**config.mk**
```make
export PLATFORM = sky130hd
export DESIGN_NAME = tg_top
export DESIGN_NICKNAME = d
export VERILOG_FILES = /design/src/rtl/tg_pkg.sv /design/src/rtl/tg_regs.sv /design/src/rtl/tg_counters.sv /design/src/rtl/tg_decode.sv /design/src/rtl/tg_pixel.sv /design/src/rtl/tg_top.sv
export SDC_FILE = /design/constraint.sdc
export NUM_CORES = 1
export LEC_CHECK = 0
export BUFFER_PORTS_ARGS = -buffer_cell sky130_fd_sc_hd__buf_2
export CORE_MARGIN = 1.5
export CORE_UTILIZATION = 55
export DETAILED_ROUTE_END_ITERATION = 10
export GPL_TIMING_DRIVEN = 0
export PLACE_DENSITY = 0.73
export SLEW_MARGIN = 10
export SYNTH_ARGS = -nofsm -noshare
export SYNTH_HDL_FRONTEND = slang
export SYNTH_SLANG_ARGS = --single-unit
```
**constraint.sdc**
```tcl
create_clock -name clk -period 4.3 [get_ports clk]
set_clock_uncertainty 0.15 [all_clocks]
set_input_delay 0.86 -clock clk [delete_from_list [all_inputs] [get_ports clk]]
set_output_delay 0.86 -clock clk [all_outputs]
set_load 0.05 [all_outputs]
```
**src/rtl/tg_pkg.sv**
```systemverilog
package tg_pkg;
  localparam int REG_W   = 32;
  localparam int ADDR_W  = 4;
  localparam int LINE_W  = 16;
  localparam int FRAME_W = 24;
  localparam int PIX_W   = 24;
  localparam int FETCH_EN_BIT = 31;

  localparam logic [ADDR_W-1:0] A_HCTL   = 4'd0;
  localparam logic [ADDR_W-1:0] A_FLEN   = 4'd1;
  localparam logic [ADDR_W-1:0] A_VPULSE = 4'd2;
  localparam logic [ADDR_W-1:0] A_XWIN   = 4'd3;
  localparam logic [ADDR_W-1:0] A_VSTART = 4'd4;
  localparam logic [ADDR_W-1:0] A_VEND   = 4'd5;
  localparam logic [ADDR_W-1:0] A_FSTART = 4'd6;
  localparam logic [ADDR_W-1:0] A_CFG    = 4'd7;
  localparam logic [ADDR_W-1:0] A_UFCOL  = 4'd8;
  localparam logic [ADDR_W-1:0] A_RUN    = 4'd9;
  localparam logic [ADDR_W-1:0] A_STAT   = 4'd10;

  typedef struct packed {
    logic [LINE_W-1:0]  period;
    logic [LINE_W-1:0]  hwidth;
    logic [LINE_W-1:0]  last_x;
    logic [LINE_W-1:0]  first_x;
    logic [FRAME_W-1:0] flen;
    logic [FRAME_W-1:0] vpulse;
    logic [FRAME_W-1:0] vstart;
    logic [FRAME_W-1:0] vend;
    logic [FRAME_W-1:0] fstart;
    logic               fetch_en;
  } timing_t;
endpackage

```
**src/rtl/tg_regs.sv**
```systemverilog
module tg_regs
  import tg_pkg::*;
#(
  parameter int RW = REG_W,
  parameter int AW = ADDR_W,
  parameter int PW = PIX_W
) (
  input  logic          clk,
  input  logic          rst_n,
  input  logic          wr_en,
  input  logic [AW-1:0] wr_addr,
  input  logic [RW-1:0] wr_data,
  input  logic          frame_end,
  output timing_t       shd,
  output logic          run,
  output logic [PW-1:0] uf_colour,
  output logic          sticky_clr
);
  localparam int HALF = RW / 2;

  timing_t cur;

  always_ff @(posedge clk or negedge rst_n) begin
    if (!rst_n) begin
      cur       <= '0;
      run       <= 1'b0;
      uf_colour <= '0;
    end else if (wr_en) begin
      case (wr_addr)
        A_HCTL:   begin cur.period <= wr_data[RW-1:HALF]; cur.hwidth <= wr_data[HALF-1:0]; end
        A_FLEN:   cur.flen   <= wr_data[FRAME_W-1:0];
        A_VPULSE: cur.vpulse <= wr_data[FRAME_W-1:0];
        A_XWIN:   begin cur.last_x <= wr_data[RW-1:HALF]; cur.first_x <= wr_data[HALF-1:0]; end
        A_VSTART: cur.vstart <= wr_data[FRAME_W-1:0];
        A_VEND:   cur.vend   <= wr_data[FRAME_W-1:0];
        A_FSTART: cur.fstart <= wr_data[FRAME_W-1:0];
        A_CFG:    cur.fetch_en <= wr_data[FETCH_EN_BIT];
        A_UFCOL:  uf_colour <= wr_data[PW-1:0];
        A_RUN:    run <= wr_data[0];
        default:  ;
      endcase
    end
  end

  // Shadow copy follows while stopped, reloads only at frame end while running
  always_ff @(posedge clk or negedge rst_n) begin
    if (!rst_n)                shd <= '0;
    else if (!run || frame_end) shd <= cur;
  end

  assign sticky_clr = wr_en && (wr_addr == A_STAT) && wr_data[0];
endmodule

```
**src/rtl/tg_counters.sv**
```systemverilog
module tg_counters #(
  parameter int LW = tg_pkg::LINE_W,
  parameter int FW = tg_pkg::FRAME_W
) (
  input  logic          clk,
  input  logic          rst_n,
  input  logic          run,
  input  logic [LW-1:0] period,
  input  logic [FW-1:0] flen,
  output logic [LW-1:0] lc,
  output logic [FW-1:0] fc,
  output logic          frame_end
);
  localparam logic [LW-1:0] LONE = LW'(1);
  localparam logic [FW-1:0] FONE = FW'(1);

  assign frame_end = run && (fc >= flen - FONE);

  always_ff @(posedge clk or negedge rst_n) begin
    if (!rst_n) begin
      fc <= '0;
      lc <= '0;
    end else if (!run || frame_end) begin
      fc <= '0;
      lc <= '0;
    end else begin
      fc <= fc + FONE;
      lc <= (lc >= period - LONE) ? '0 : lc + LONE;
    end
  end
endmodule

```
**src/rtl/tg_decode.sv**
```systemverilog
module tg_decode #(
  parameter int LW = tg_pkg::LINE_W,
  parameter int FW = tg_pkg::FRAME_W
) (
  input  logic          run,
  input  logic [LW-1:0] lc,
  input  logic [FW-1:0] fc,
  input  logic [LW-1:0] hwidth,
  input  logic [LW-1:0] first_x,
  input  logic [LW-1:0] last_x,
  input  logic [FW-1:0] vpulse,
  input  logic [FW-1:0] vstart,
  input  logic [FW-1:0] vend,
  input  logic [FW-1:0] fstart,
  input  logic          fetch_en,
  output logic          hsync,
  output logic          vsync,
  output logic          de,
  output logic          fetch_start
);
  logic in_x, in_v;

  always_comb begin
    in_x        = (lc >= first_x) && (lc <= last_x);
    in_v        = (fc >= vstart) && (fc <= vend);
    hsync       = run && (lc < hwidth);
    vsync       = run && (fc < vpulse);
    de          = run && in_x && in_v;
    fetch_start = run && fetch_en && (fc == fstart);
  end
endmodule

```
**src/rtl/tg_pixel.sv**
```systemverilog
module tg_pixel #(
  parameter int PW = tg_pkg::PIX_W
) (
  input  logic          clk,
  input  logic          rst_n,
  input  logic          de,
  input  logic          pix_valid,
  input  logic [PW-1:0] pix_data,
  input  logic [PW-1:0] uf_colour,
  input  logic          sticky_clr,
  output logic [PW-1:0] pix_out,
  output logic          uf_sticky
);
  logic starved;

  always_comb begin
    starved = de && !pix_valid;
    if (!de)          pix_out = '0;
    else if (starved) pix_out = uf_colour;
    else              pix_out = pix_data;
  end

  always_ff @(posedge clk or negedge rst_n) begin
    if (!rst_n)          uf_sticky <= 1'b0;
    else if (starved)    uf_sticky <= 1'b1;
    else if (sticky_clr) uf_sticky <= 1'b0;
  end
endmodule

```
**src/rtl/tg_top.sv**
```systemverilog
module tg_top
  import tg_pkg::*;
(
  input  logic               clk,
  input  logic               rst_n,
  input  logic               wr_en,
  input  logic [ADDR_W-1:0]  wr_addr,
  input  logic [REG_W-1:0]   wr_data,
  input  logic               pix_valid,
  output logic               pix_ready,
  input  logic [PIX_W-1:0]   pix_data,
  output logic               hsync,
  output logic               vsync,
  output logic               de,
  output logic               fetch_start,
  output logic [PIX_W-1:0]   pix_out,
  output logic               uf_sticky
);
  timing_t              shd;
  logic                 run;
  logic                 frame_end;
  logic                 sticky_clr;
  logic [PIX_W-1:0]     uf_colour;
  logic [LINE_W-1:0]    lc;
  logic [FRAME_W-1:0]   fc;

  tg_regs u_regs (
    .clk(clk), .rst_n(rst_n), .wr_en(wr_en), .wr_addr(wr_addr), .wr_data(wr_data),
    .frame_end(frame_end), .shd(shd), .run(run), .uf_colour(uf_colour),
    .sticky_clr(sticky_clr)
  );

  tg_counters u_cnt (
    .clk(clk), .rst_n(rst_n), .run(run), .period(shd.period), .flen(shd.flen),
    .lc(lc), .fc(fc), .frame_end(frame_end)
  );

  tg_decode u_dec (
    .run(run), .lc(lc), .fc(fc), .hwidth(shd.hwidth), .first_x(shd.first_x),
    .last_x(shd.last_x), .vpulse(shd.vpulse), .vstart(shd.vstart), .vend(shd.vend),
    .fstart(shd.fstart), .fetch_en(shd.fetch_en), .hsync(hsync), .vsync(vsync),
    .de(de), .fetch_start(fetch_start)
  );

  tg_pixel u_pix (
    .clk(clk), .rst_n(rst_n), .de(de), .pix_valid(pix_valid), .pix_data(pix_data),
    .uf_colour(uf_colour), .sticky_clr(sticky_clr), .pix_out(pix_out),
    .uf_sticky(uf_sticky)
  );

  assign pix_ready = de;
endmodule

```
After elaboration in Yosys (flattened, before gate mapping)
Index checks and enable logic that the tools add are counted.
{"block": "classes", "add_sub_neg": 4, "magnitude_cmp": 8, "n_eq_ne": 11, "n_mux": 7, "n_reduce_logical": 27}
{"cell": "$mux 24", "count": 3}
{"cell": "$ge 24x24->1", "count": 2}
{"cell": "$ge 16x16->1", "count": 2}
{"cell": "$mux 16", "count": 2}
{"cell": "$add 24x1->24 const B", "count": 1}
{"cell": "$eq 24x24->1", "count": 1}
{"cell": "$le 24x24->1", "count": 1}
{"cell": "$lt 24x24->1", "count": 1}
{"cell": "$sub 24x1->24 const B", "count": 1}
{"cell": "$reduce_and 2->1", "count": 10}
{"cell": "$add 16x1->16 const B", "count": 1}
{"cell": "$eq 4x3->1 const B", "count": 4}
{"cell": "$le 16x16->1", "count": 1}
{"cell": "$lt 16x16->1", "count": 1}
{"cell": "$sub 16x1->16 const B", "count": 1}
{"cell": "$eq 4x4->1 const B", "count": 3}
{"cell": "$logic_and 1x1->1", "count": 12}
{"cell": "$eq 4x2->1 const B", "count": 2}
{"cell": "$eq 4x1->1 const B", "count": 1}
{"cell": "$logic_not 4->1", "count": 1}
{"cell": "$logic_not 1->1", "count": 2}
{"cell": "$mux 1", "count": 2}
{"cell": "$reduce_bool 2->1", "count": 1}
{"cell": "$logic_or 1x1->1", "count": 1}
{"block": "totals", "reg_bits": 436, "inputBits": 64, "output_inout_bits": 30, "elab_cells": 82}

Logic depth before layout (Yosys ltp)
Gate-level depths: netlist of run 1.
{"block": "depth", "ltp_word": 7, "ltp_mapped": 19, "ltp_nobuf": 16}

Cells and area by module
From an unflattened synthesis of run 1, not the netlist that was laid out.
{"block": "hier_totals", "cells_unflattened": 1742, "hier_area_um2": 21813.4}
{"mod": "tg_regs", "n_inst": 1, "cells_each": 852, "area_each_um2": 14751.6, "seq_area_each_um2": 9884.5}
{"mod": "tg_counters", "n_inst": 1, "cells_each": 390, "area_each_um2": 3438.3, "seq_area_each_um2": 1001.0}
{"mod": "tg_decode", "n_inst": 1, "cells_each": 442, "area_each_um2": 3186.8, "seq_area_each_um2": 0.0}
{"mod": "tg_pixel", "n_inst": 1, "cells_each": 57, "area_each_um2": 429.2, "seq_area_each_um2": 25.0}
{"mod": "tg_top", "n_inst": 1, "cells_each": 1, "area_each_um2": 7.5, "seq_area_each_um2": 0.0}

Worst setup path after synthesis of run 1
OpenSTA, ideal clock, no wires.
{"block": "synth_path", "path_kind": "reg-to-reg", "startpoint": "reg u_regs.shd[103] (netlist name)", "endpoint": "reg u_regs.shd[100] (netlist name)", "setup_ps": 125, "t_arrival_ps": 3645, "required_time_ps": 4025, "path_slack_ps": 380, "path_stages_with_launch": 15, "path_buffers": 2, "synth_period_minus_slack_ps": 3920, "cell_sequence": "dfrtp_1 -> or4_4 -> or4_4 -> or2_4 -> nor4_4 -> xnor2_1 -> ha_1 -> nand2_1 -> o21ai_1 -> a2111oi_0 -> and2_1 -> a31oi_1 -> buf_2 -> buf_2 -> mux2_2"}
{"block": "synth_via", "elab_chain_cells": 4}
{"item": "$sub 24x1->24", "line_no": "tg_counters.sv:17", "source": "assign frame_end = run && (fc >= flen - FONE);"}
{"item": "$ge 24x24->1", "line_no": "tg_counters.sv:17"}
{"item": "$logic_and 1x1->1", "line_no": "tg_counters.sv:17"}
{"item": "$logic_or 1x1->1", "line_no": "tg_regs.sv:48", "source": "else if (!run || frame_end) shd <= cur;"}
Every way passes these cells.
A chain may end at the register's enable or synchronous reset.

Worst setup path in the final report of run 1
{"block": "layout_path", "startpoint": "reg u_regs.shd[103] (netlist name)", "endpoint": "reg u_regs.shd[21] (netlist name)"}
{"block": "layout_via", "elab_chain_cells": 4}
{"item": "$sub 24x1->24", "line_no": "tg_counters.sv:17"}
{"item": "$ge 24x24->1", "line_no": "tg_counters.sv:17"}
{"item": "$logic_and 1x1->1", "line_no": "tg_counters.sv:17"}
{"item": "$logic_or 1x1->1", "line_no": "tg_regs.sv:48"}
Every way passes these cells.

==> results of run 1 <==
==> cell families after synthesis <==
| logic type | synth area share, % |
|---|---|
| buf+inv | 3.58 |
| flops | 51.3 |
| mux | 15.8 |
| fa+ha+maj | 9.53 |
| compound gates | 6.87 |
| xor+xnor | 3.95 |
| simple gates | 8.96 |
==> flip-flops by register name, summed over array words and instances (netlist names) <==
name and count:
u_regs.cur 185, u_regs.shd 185, u_cnt.fc 24, u_regs.uf_colour 24, u_cnt.lc 16, u_pix.uf_sticky 1, u_regs.run 1
==> through the flow <==
step	util [%]	hold slack [ns]	cells
detailed placement	59.4	0.312	2462
finish	68.3	0.0684	2588
floorplan	-	0.294	1856
CTS	65.0	0.0743	2560
global placement	59.1	0.304	2458
global route	68.3	0.104	2588
==> power breakdown <==
part | switching [uW] | leakage, uW | internal (uW)
sequential | 860 | 0.00541 | 5390
clock | 1640 | 0.000766 | 2500
combinational | 2850 | 0.00604 | 2500
total | 5350 | 0.0122 | 10400
==> metal layers <==
metal	GRT usage, %	part of all wire (%)	vias up
li1	-	-	6815
met1	38.7	43	7726
met2	44.5	46	504
met3	4.76	6.3	127
met4	12.4	4.0	2
met5	0	0.023	-
==> final cells by class <==
cell class | instances | area (sq um)
Antenna cell | 3 | 7.51
Clock buffer | 67 | 1370
Multi-Input combinational cell | 1226 | 10300
Timing Repair Buffer | 141 | 1230
Tap cell | 511 | 639
Inverter | 128 | 480
Sequential cell | 436 | 10900
Clock inverter | 12 | 194
Buffer | 64 | 618
Fill cell | 2676 | 12000
==> repair_timing <==
item                                    CTS  global route
cloned                                    1            13
endpoints found under the hold margin     0             0
endpoints found under the setup margin  251           247
hold buffers                              0             0
resized for setup                       162           286
setup buffers                            19            13
pin swaps                                10            61
==> critical path, cell delays in order, from the launching register on <==
cell	delay, ns
dfrtp_1	0.40
or4_4	0.57
or4_4	0.54
nor4_2	0.25
xnor2_1	0.14
ha_1	0.34
o21ai_0	0.09
o21ai_0	0.31
o2111ai_1	0.26
a31oi_4	0.49
clkbuf_16	0.30
clkbuf_16	0.20
mux2_2	0.33
==> cell usage after synthesis (17+ instances only) <==
master,count,area [sq um]
mux2_2,276,3110
xor2_1,47,412
inv_1,128,480
o21ai_0,149,746
nand2_1,165,619
a21o_1,23,173
nand3_1,25,125
nor3_1,17,85.1
xnor2_1,49,429
mux2i_1,24,240
buf_2,20,100
nand4_1,31,194
a21oi_1,44,220
ha_1,162,2030
clkbuf_1,37,139
dfrtp_1,436,10900
nor2_1,109,409
==> worst max path at each step <==
stage                                             end                        start  slack, ns  cells past startpoint
after floorplan           u_regs.shd[100]$_DFFE_PN0P_  u_regs.shd[103]$_DFFE_PN0P_       0.38                     14
after global placement     u_regs.shd[91]$_DFFE_PN0P_                        rst_n      -6.19                      1
after detailed placement   u_regs.shd[94]$_DFFE_PN0P_  u_regs.shd[108]$_DFFE_PN0P_      -1.13                     17
after CTS                 u_regs.shd[150]$_DFFE_PN0P_  u_regs.shd[103]$_DFFE_PN0P_      -0.03                     16
after global routing       u_regs.shd[17]$_DFFE_PN0P_   u_regs.shd[97]$_DFFE_PN0P_      -0.26                     15
final                      u_regs.shd[21]$_DFFE_PN0P_  u_regs.shd[103]$_DFFE_PN0P_      -0.21                     12
==> flow_metrics.py, run 1 <==
metrics = {
    "synth": {
        "async_flop_share_pct": 100,
        "synth.distinct_cells": 57,
        "ys_seq_area_share_pct": 51.3,
        "synth_fp_nets": 2082,
        "synth_flop_cell": "dfrtp_1",
        "synth-edff-count": 0,
        "syn_inst": 1856,
        "yosysWarningCount": 0,
        "synth.avg_cell_area_sq_um": 11.5,
        "syn_area_sq_um": 21300,
        "ys_seq_elements": 436,
    },
    "final_layout": {
        "mostFrequentLayoutCells": "dfrtp_1 (408), mux2_2 (276), ha_1 (160)",
        "nNetsFinal": 2268,
        "final_common_cell": "dfrtp_1",
        "drive_gt1_share_pct": 33.6,
        "area_delta_synth_final_pct": 21.5,
        "finalInstanceArea_sq_um": 25800,
    },
    "timing": {
        "finalHoldViolations": 0,
        "slew_headroom_pct": 37.7,
        "tightest_slew_ns": 0.927,
        "finalCriticalPeriod_ns": 4.51,
        "period_share_pct": 105,
        "timing.setup.tns_ns": -21.23,
        "rsz0062_at_grt": "true",
        "finalMaxSlewViolations": 0,
        "setup_violations": 196,
        "layout_setup_ws_ns": -0.208,
        "fmax_ghz": 0.222,
    },
    "die": {
        "rows": 71,
        "fp.coreArea_sq_um": 37800,
        "die_area_sq_um": 39900,
        "die_h_um": 200,
        "initial_core_util_pct": 56.2,
        "die_w_um": 200,
        "io_pins": 94,
    },
    "worst_setup_path": {
        "rrSetupSlack_ns": -0.21,
        "cp-end-kind": "register",
        "crit-reg2reg-launch": "u_regs.shd[103]$_DFFE_PN0P_",
        "worstRegToRegCells": 12,
        "worstPathArrival_ns": 4.81,
        "startpoint_type": "register",
        "reg2reg_to": "u_regs.shd[21]$_DFFE_PN0P_",
        "critPathMaxFanout": 8,
        "critical_path_class": "reg2reg",
        "cp.required_ns": 4.60,
    },
    "grt": {
        "grt_pass1_vias": 15100,
        "track_usage_pct": 28.3,
        "grt_antenna_before_repair": 4,
        "grt_max_degree": 111,
        "grt_overflow": 0,
        "grt_pass1_wl_um": 84400,
    },
    "cts": {
        "tritoncts": "done",
        "cts_buffer_depth": 3,
        "h-tree-depth": 2,
        "clk_transition_reported_paths_ns": 0.06,
        "clock_sinks": 436,
        "cts_made_buffers": 45,
        "clkLatencyLatePin_ns": 0.58,
        "cts_root_buf": "clkbuf_16",
    },
    "placement": {
        "hpwl_um": 37800,
        "port_buffers": 91,
        "place_ws_ns": -1.13,
        "gp_congestion": 0.917,
        "placed_area_sq_um": 22500,
    },
    "run_status": {
        "violations": "setup timing",
        "status": "complete, but fails checks",
    },
    "power_and_ir_drop": {
        "vdd_ir_drop_max_mv": 0.319,
        "power_density_nw_per_um2": 609,
        "leakage_uw": 0.0122,
        "total_power_uw": 15700,
    },
    "route": {
        "ant_nets": 0,
        "drc": 0,
        "dr.first_iter.drc_count": 1189,
        "num_vias": 15200,
        "drtPass1Iterations": 5,
        "wl_um": 57500,
        "via_per_inst": 5.86,
        "wl_per_cell_um": 22.2,
    },
    "flow_run": {
        "cap_violations": 0,
    },
    "min_path": {
        "min_path_type": "in2async",
    },
}
(Power assumes the default switching activity.)
==> run 2: changes to the inputs <==
CORE_ASPECT_RATIO = 0.75   (was default)
GPL_TIMING_DRIVEN = 1   (was 0)
==> run 2 against run 1 <==
Net effect:
- the flow still finishes with violations (setup timing)
- sequential power shrank 2%
- total power shrank 1.8%
- first-iteration DRC count up 16%
- combinational power is essentially flat
- final cell count grew 0.97%
- maximum frequency up 1.5%
- utilization grew 0.27 points
- worst hold slack better by 0.081 ns
- cell area rose by 1.2%
==> flow_metrics.py, run 2 (same netlist as run 1, synthesis figures left out) <==
metrics = {
    "run_status": {
        "status": "complete, but fails checks",
        "violations": "setup timing",
    },
    "worst_setup_path": {
        "critPathMaxFanout": 6,
        "critical_path.slowest_cell": "dfrtp_1",
        "cp.required_ns": 3.29,
        "path_buf_inv": 4,
        "slowest_delay_ns": 0.48,
        "worstPathArrival_ns": 3.43,
        "critical_path_class": "reg2out",
        "path_cells": "inv_1 -> ha_1 -> nor2b_1 -> o211ai_1 -> a2111oi_0 -> a211o_1 -> o21ai_1 -> nand4_1 -> buf_6 -> clkbuf_16 -> nor2_4 -> buf_8",
        "cp_top_family": "compound AO/OA/AOI/OAI gates",
        "cp-end-kind": "primary output",
        "startpoint_type": "register",
    },
    "route": {
        "via_per_inst": 5.88,
        "dr.first_iter.drc_count": 1379,
        "wl_per_cell_um": 22.5,
        "num_vias": 15400,
        "drc": 0,
        "wl_um": 58700,
        "drtPass1Iterations": 6,
        "ant_nets": 0,
    },
    "cts": {
        "tritoncts": "done",
        "clock_sinks": 436,
        "clkLatencyLatePin_ns": 0.56,
        "clk_transition_reported_paths_ns": 0.07,
        "hold_buffers": 0,
        "cts_buffer_depth": 3,
        "cts_root_buf": "clkbuf_16",
        "h-tree-depth": 2,
        "cts_made_buffers": 43,
    },
    "final_layout": {
        "nNetsFinal": 2295,
        "multi_input_area_sq_um": 10200,
        "insertedDiodeCount": 0,
        "area_delta_synth_final_pct": 23.0,
        "mostFrequentLayoutCells": "dfrtp_1 (435), mux2_2 (264), ha_1 (156)",
        "drive_gt1_share_pct": 32.6,
        "final_core_util_pct": 68.5,
        "n_fill_cell": 2681,
        "largestRegisters": "u_regs.cur x185, u_regs.shd x185",
        "final_common_cell": "dfrtp_1",
        "seq_area_sq_um": 10900,
    },
    "timing": {
        "period_share_pct": 103,
        "layout_setup_ws_ns": -0.141,
        "rsz0062_at_grt": "true",
        "finalMaxSlewViolations": 0,
        "hold-worst-slack_ns": 0.150,
        "setup_violations": 44,
        "finalHoldViolations": 0,
        "finalCriticalPeriod_ns": 4.44,
        "slew_headroom_pct": 31.4,
        "fmax_ghz": 0.225,
        "tightest_slew_ns": 1.03,
        "timing.setup.tns_ns": -3.15,
    },
    "grt": {
        "grt_pass1_wl_um": 84200,
        "grt_max_degree": 104,
        "track_usage_pct": 27.3,
        "grt_antenna_before_repair": 0,
        "grt_overflow": 0,
        "grt_pass1_vias": 14900,
    },
    "placement": {
        "place_ws_ns": -0.0889,
        "hpwl_um": 36500,
        "port_buffers": 93,
        "gp_congestion": 0.922,
    },
    "power_and_ir_drop": {
        "vdd_ir_drop_max_mv": 0.370,
        "leakage_uw": 0.0123,
        "total_power_uw": 15400,
        "power_density_nw_per_um2": 591,
    },
    "min_path": {
        "min_path_type": "in2async",
    },
    "die": {
        "fp.coreArea_sq_um": 38200,
        "initial_core_util_pct": 55.7,
        "die_w_um": 230,
        "die_area_sq_um": 39900,
        "rows": 62,
        "die_h_um": 173,
        "io_pins": 94,
    },
    "flow_run": {
        "cap_violations": 0,
    },
}
[run 2: cell count changes in the layout (fill, tap and decap cells not counted), sizes merged]
cell      before  now
clkinvlp       2    5
clkinv         4   10
clkbuf       112   69
buf          160  222
inv          129  128
diode          3    0
[run 2: where the power goes]
group / internal (uW) / switching [uW] / total [uW]
logic: 2560 / 2770 / 5330
registers: 5380 / 765 / 6150
clock network: 2340 / 1630 / 3970
[run 2: through the flow]
stage                     instances  cell area (sq um)
final                          2613              26200
after detailed placement       2485              22900
after global placement         2485              22900
after CTS                      2570              24600
after global routing           2613              26200
after floorplan                1856              21300
[run 2: repair_timing]
action	4_1_cts	5_1_grt
setup endpoints to repair	183	251
gates cloned	3	16
buffers inserted	5	29
gates resized for setup	42	296
pin swaps	5	67
[run 2: path summary, 6_finish.rpt]
check | startpoint | endpoint | slack [ns] | depth (start not counted)
worst max-delay path | u_cnt.lc[0]$_DFF_PN0_ | pix_out[15] | -0.14 | 12
worst min-delay path | rst_n | u_regs.uf_colour[0]$_DFFE_PN0P_ | 0.15 | 1
worst max register to register | u_regs.shd[109]$_DFFE_PN0P_ | u_regs.shd[21]$_DFFE_PN0P_ | -0.04 | 15
worst min register to register | u_regs.cur[68]$_DFFE_PN0P_ | u_regs.shd[68]$_DFFE_PN0P_ | 0.32 | 2
max in group asynchronous | rst_n | u_regs.shd[47]$_DFFE_PN0P_ | 2.82 | 2
min in group clk | u_regs.cur[68]$_DFFE_PN0P_ | u_regs.shd[68]$_DFFE_PN0P_ | 0.32 | 2
[run 2: final cells by class]
type,instances,share of cell area [%]
repair buffers,234,9.17
inverters,128,1.89
multi-input cells,1226,39.1
clock buffers,57,4.75
clock inverters,20,0.952
flip-flops and latches,436,41.7
well taps,512,2.45
[run 2: routing by layer]
metal / track usage, % / wire length, um
met5: 0 / 0
met4: 8.91 / 1820
met3: 5.64 / 4110
met2: 40.7 / 26400
met1: 39.9 / 26400
==> run 3: changes to the inputs <==
SETUP_SLACK_MARGIN = 0.1   (was default)
TNS_END_PERCENT = 100   (was default)
==> run 3 against run 2 <==
Net effect:
- the run still ends with setup timing left
- cell area rose by 4.4%
- non-clock buffer count rose by 18
- maximum frequency rose by 0.36%
- global-route usage rose by 0.39 points
- total power rose by 6.7%
- clock power barely moved
- sequential power rose by 1%
- largest power group is now combinational cells
==> flow_metrics.py, run 3 (same netlist as run 1, synthesis figures left out) <==
metrics = {
    "final_layout": {
        "drive_gt1_share_pct": 39.2,
        "insertedDiodeCount": 0,
        "area_delta_synth_final_pct": 28.4,
        "mostFrequentLayoutCells": "dfrtp_1 (435), mux2_2 (212), ha_1 (159)",
        "nNetsFinal": 2313,
        "final_core_util_pct": 71.6,
        "final_common_cell": "dfrtp_1",
        "finalInstanceArea_sq_um": 27300,
        "stdcell_count": 2631,
        "largestRegisters": "u_regs.cur x185, u_regs.shd x185",
    },
    "cts": {
        "clkLatencyLatePin_ns": 0.56,
        "tritoncts": "done",
        "cts_root_buf": "clkbuf_16",
        "clk_transition_reported_paths_ns": 0.06,
        "hold_buffers": 0,
        "cts_buffer_depth": 3,
        "clock_sinks": 436,
        "cts_made_buffers": 43,
        "h-tree-depth": 2,
    },
    "grt": {
        "grt_pass1_wl_um": 85300,
        "grt_overflow": 0,
        "grt_antenna_before_repair": 2,
        "track_usage_pct": 27.7,
        "grt_max_degree": 104,
        "grt_pass1_vias": 15100,
    },
    "timing": {
        "slew_headroom_pct": 32.4,
        "tightest_slew_ns": 1.01,
        "finalHoldViolations": 0,
        "rsz0062_at_grt": "true",
        "finalCriticalPeriod_ns": 4.42,
        "fmax_ghz": 0.226,
        "finalMaxSlewViolations": 0,
        "setup_violations": 103,
        "layout_setup_ws_ns": -0.125,
        "period_share_pct": 103,
    },
    "die": {
        "io_pins": 94,
        "die_area_sq_um": 39900,
        "die_h_um": 173,
        "initial_core_util_pct": 55.7,
        "fp.coreArea_sq_um": 38200,
        "die_w_um": 230,
        "rows": 62,
    },
    "min_path": {
        "min_path_type": "in2async",
    },
    "placement": {
        "placed_area_sq_um": 22900,
        "gp_congestion": 0.922,
        "port_buffers": 93,
        "hpwl_um": 36500,
        "dpl.cell_count": 2485,
    },
    "worst_setup_path": {
        "critical_path_class": "reg2out",
        "rrSetupSlack_ns": -0.11,
        "path_common_cell": "buf_4",
        "cp_top_family": "compound AO/OA/AOI/OAI gates",
        "critPathMaxFanout": 12,
        "worstPathArrival_ns": 3.41,
        "slowest_delay_ns": 0.40,
        "cp.required_ns": 3.29,
        "path_cells": "buf_4 -> buf_4 -> ha_1 -> a21oi_1 -> o21ai_1 -> a221oi_1 -> o21ai_0 -> buf_4 -> o21ai_2 -> nand4_1 -> buf_4 -> buf_12 -> nor2_1 -> buf_6",
        "path_buf_inv": 6,
        "cp-end-kind": "primary output",
        "startpoint_type": "register",
        "critical_path.slowest_cell": "dfrtp_1",
    },
    "power_and_ir_drop": {
        "vdd_ir_drop_max_mv": 0.336,
        "power_density_nw_per_um2": 604,
        "leakage_uw": 0.0131,
    },
    "route": {
        "num_vias": 15800,
        "dr.first_iter.drc_count": 1581,
        "wl_per_cell_um": 23.3,
        "via_per_inst": 6.00,
        "wl_um": 61400,
        "drc": 0,
        "drtPass1Iterations": 5,
        "ant_nets": 0,
    },
    "run_status": {
        "status": "complete, but fails checks",
        "violations": "setup timing",
    },
    "flow_run": {
        "cap_violations": 0,
    },
}
-- run 3: cell type report --
class	count	area [sq um]
Fill cell	2482	10900
Sequential cell	436	10900
Clock buffer	57	1240
Timing Repair Buffer	252	2830
Inverter	128	480
Multi-Input combinational cell	1226	11000
Tap cell	512	641
Clock inverter	20	249
-- run 3: timing repair --
action                                  4_1_cts  5_1_grt
setup buffers                                15       17
gates resized for setup                      99      528
gates cloned                                  4       34
pin swaps                                     8      131
endpoints found under the setup margin      231      245
-- run 3: stage by stage --
stage,hold WS [ns],setup WS (ns),total power [uW],setup TNS [ns]
global placement,0.301,-0.0112,10100,-0.0272
finish,0.139,-0.125,16500,-5.48
CTS,0.157,0.0343,14600,0
global route,0.173,-0.185,17300,-19.35
detailed placement,0.313,-0.0889,10400,-3.99
floorplan,0.294,0.380,8980,0
-- run 3: path summary, 6_finish.rpt --
| check | end | start | cells after the start |
|---|---|---|---|
| max | pix_out[15] | u_cnt.fc[10]$_DFF_PN0_ | 14 |
| min | u_regs.uf_colour[0]$_DFFE_PN0P_ | rst_n | 1 |
| max reg2reg | u_regs.shd[14]$_DFFE_PN0P_ | u_regs.shd[103]$_DFFE_PN0P_ | 14 |
| min reg2reg | u_regs.shd[142]$_DFFE_PN0P_ | u_regs.cur[142]$_DFFE_PN0P_ | 2 |
| max in group asynchronous | u_regs.shd[47]$_DFFE_PN0P_ | rst_n | 2 |
| min in group clk | u_regs.shd[142]$_DFFE_PN0P_ | u_regs.cur[142]$_DFFE_PN0P_ | 2 |
-- run 3: routing by layer --
metal | GRT usage [%] | share of wire, % | up-vias
met3 | 6.05 | 8.1 | 129
met4 | 10.6 | 3.5 | 2
met2 | 40.9 | 45 | 645
met5 | 0 | 0.020 | -
met1 | 39.9 | 44 | 8091
li1 | - | - | 6918
-- run 3: report_power, final --
group          total, uW  switching, uW  internal [uW]
combinational       6250           3140           3110
sequential          6240            855           5390
clock               3990           1650           2340
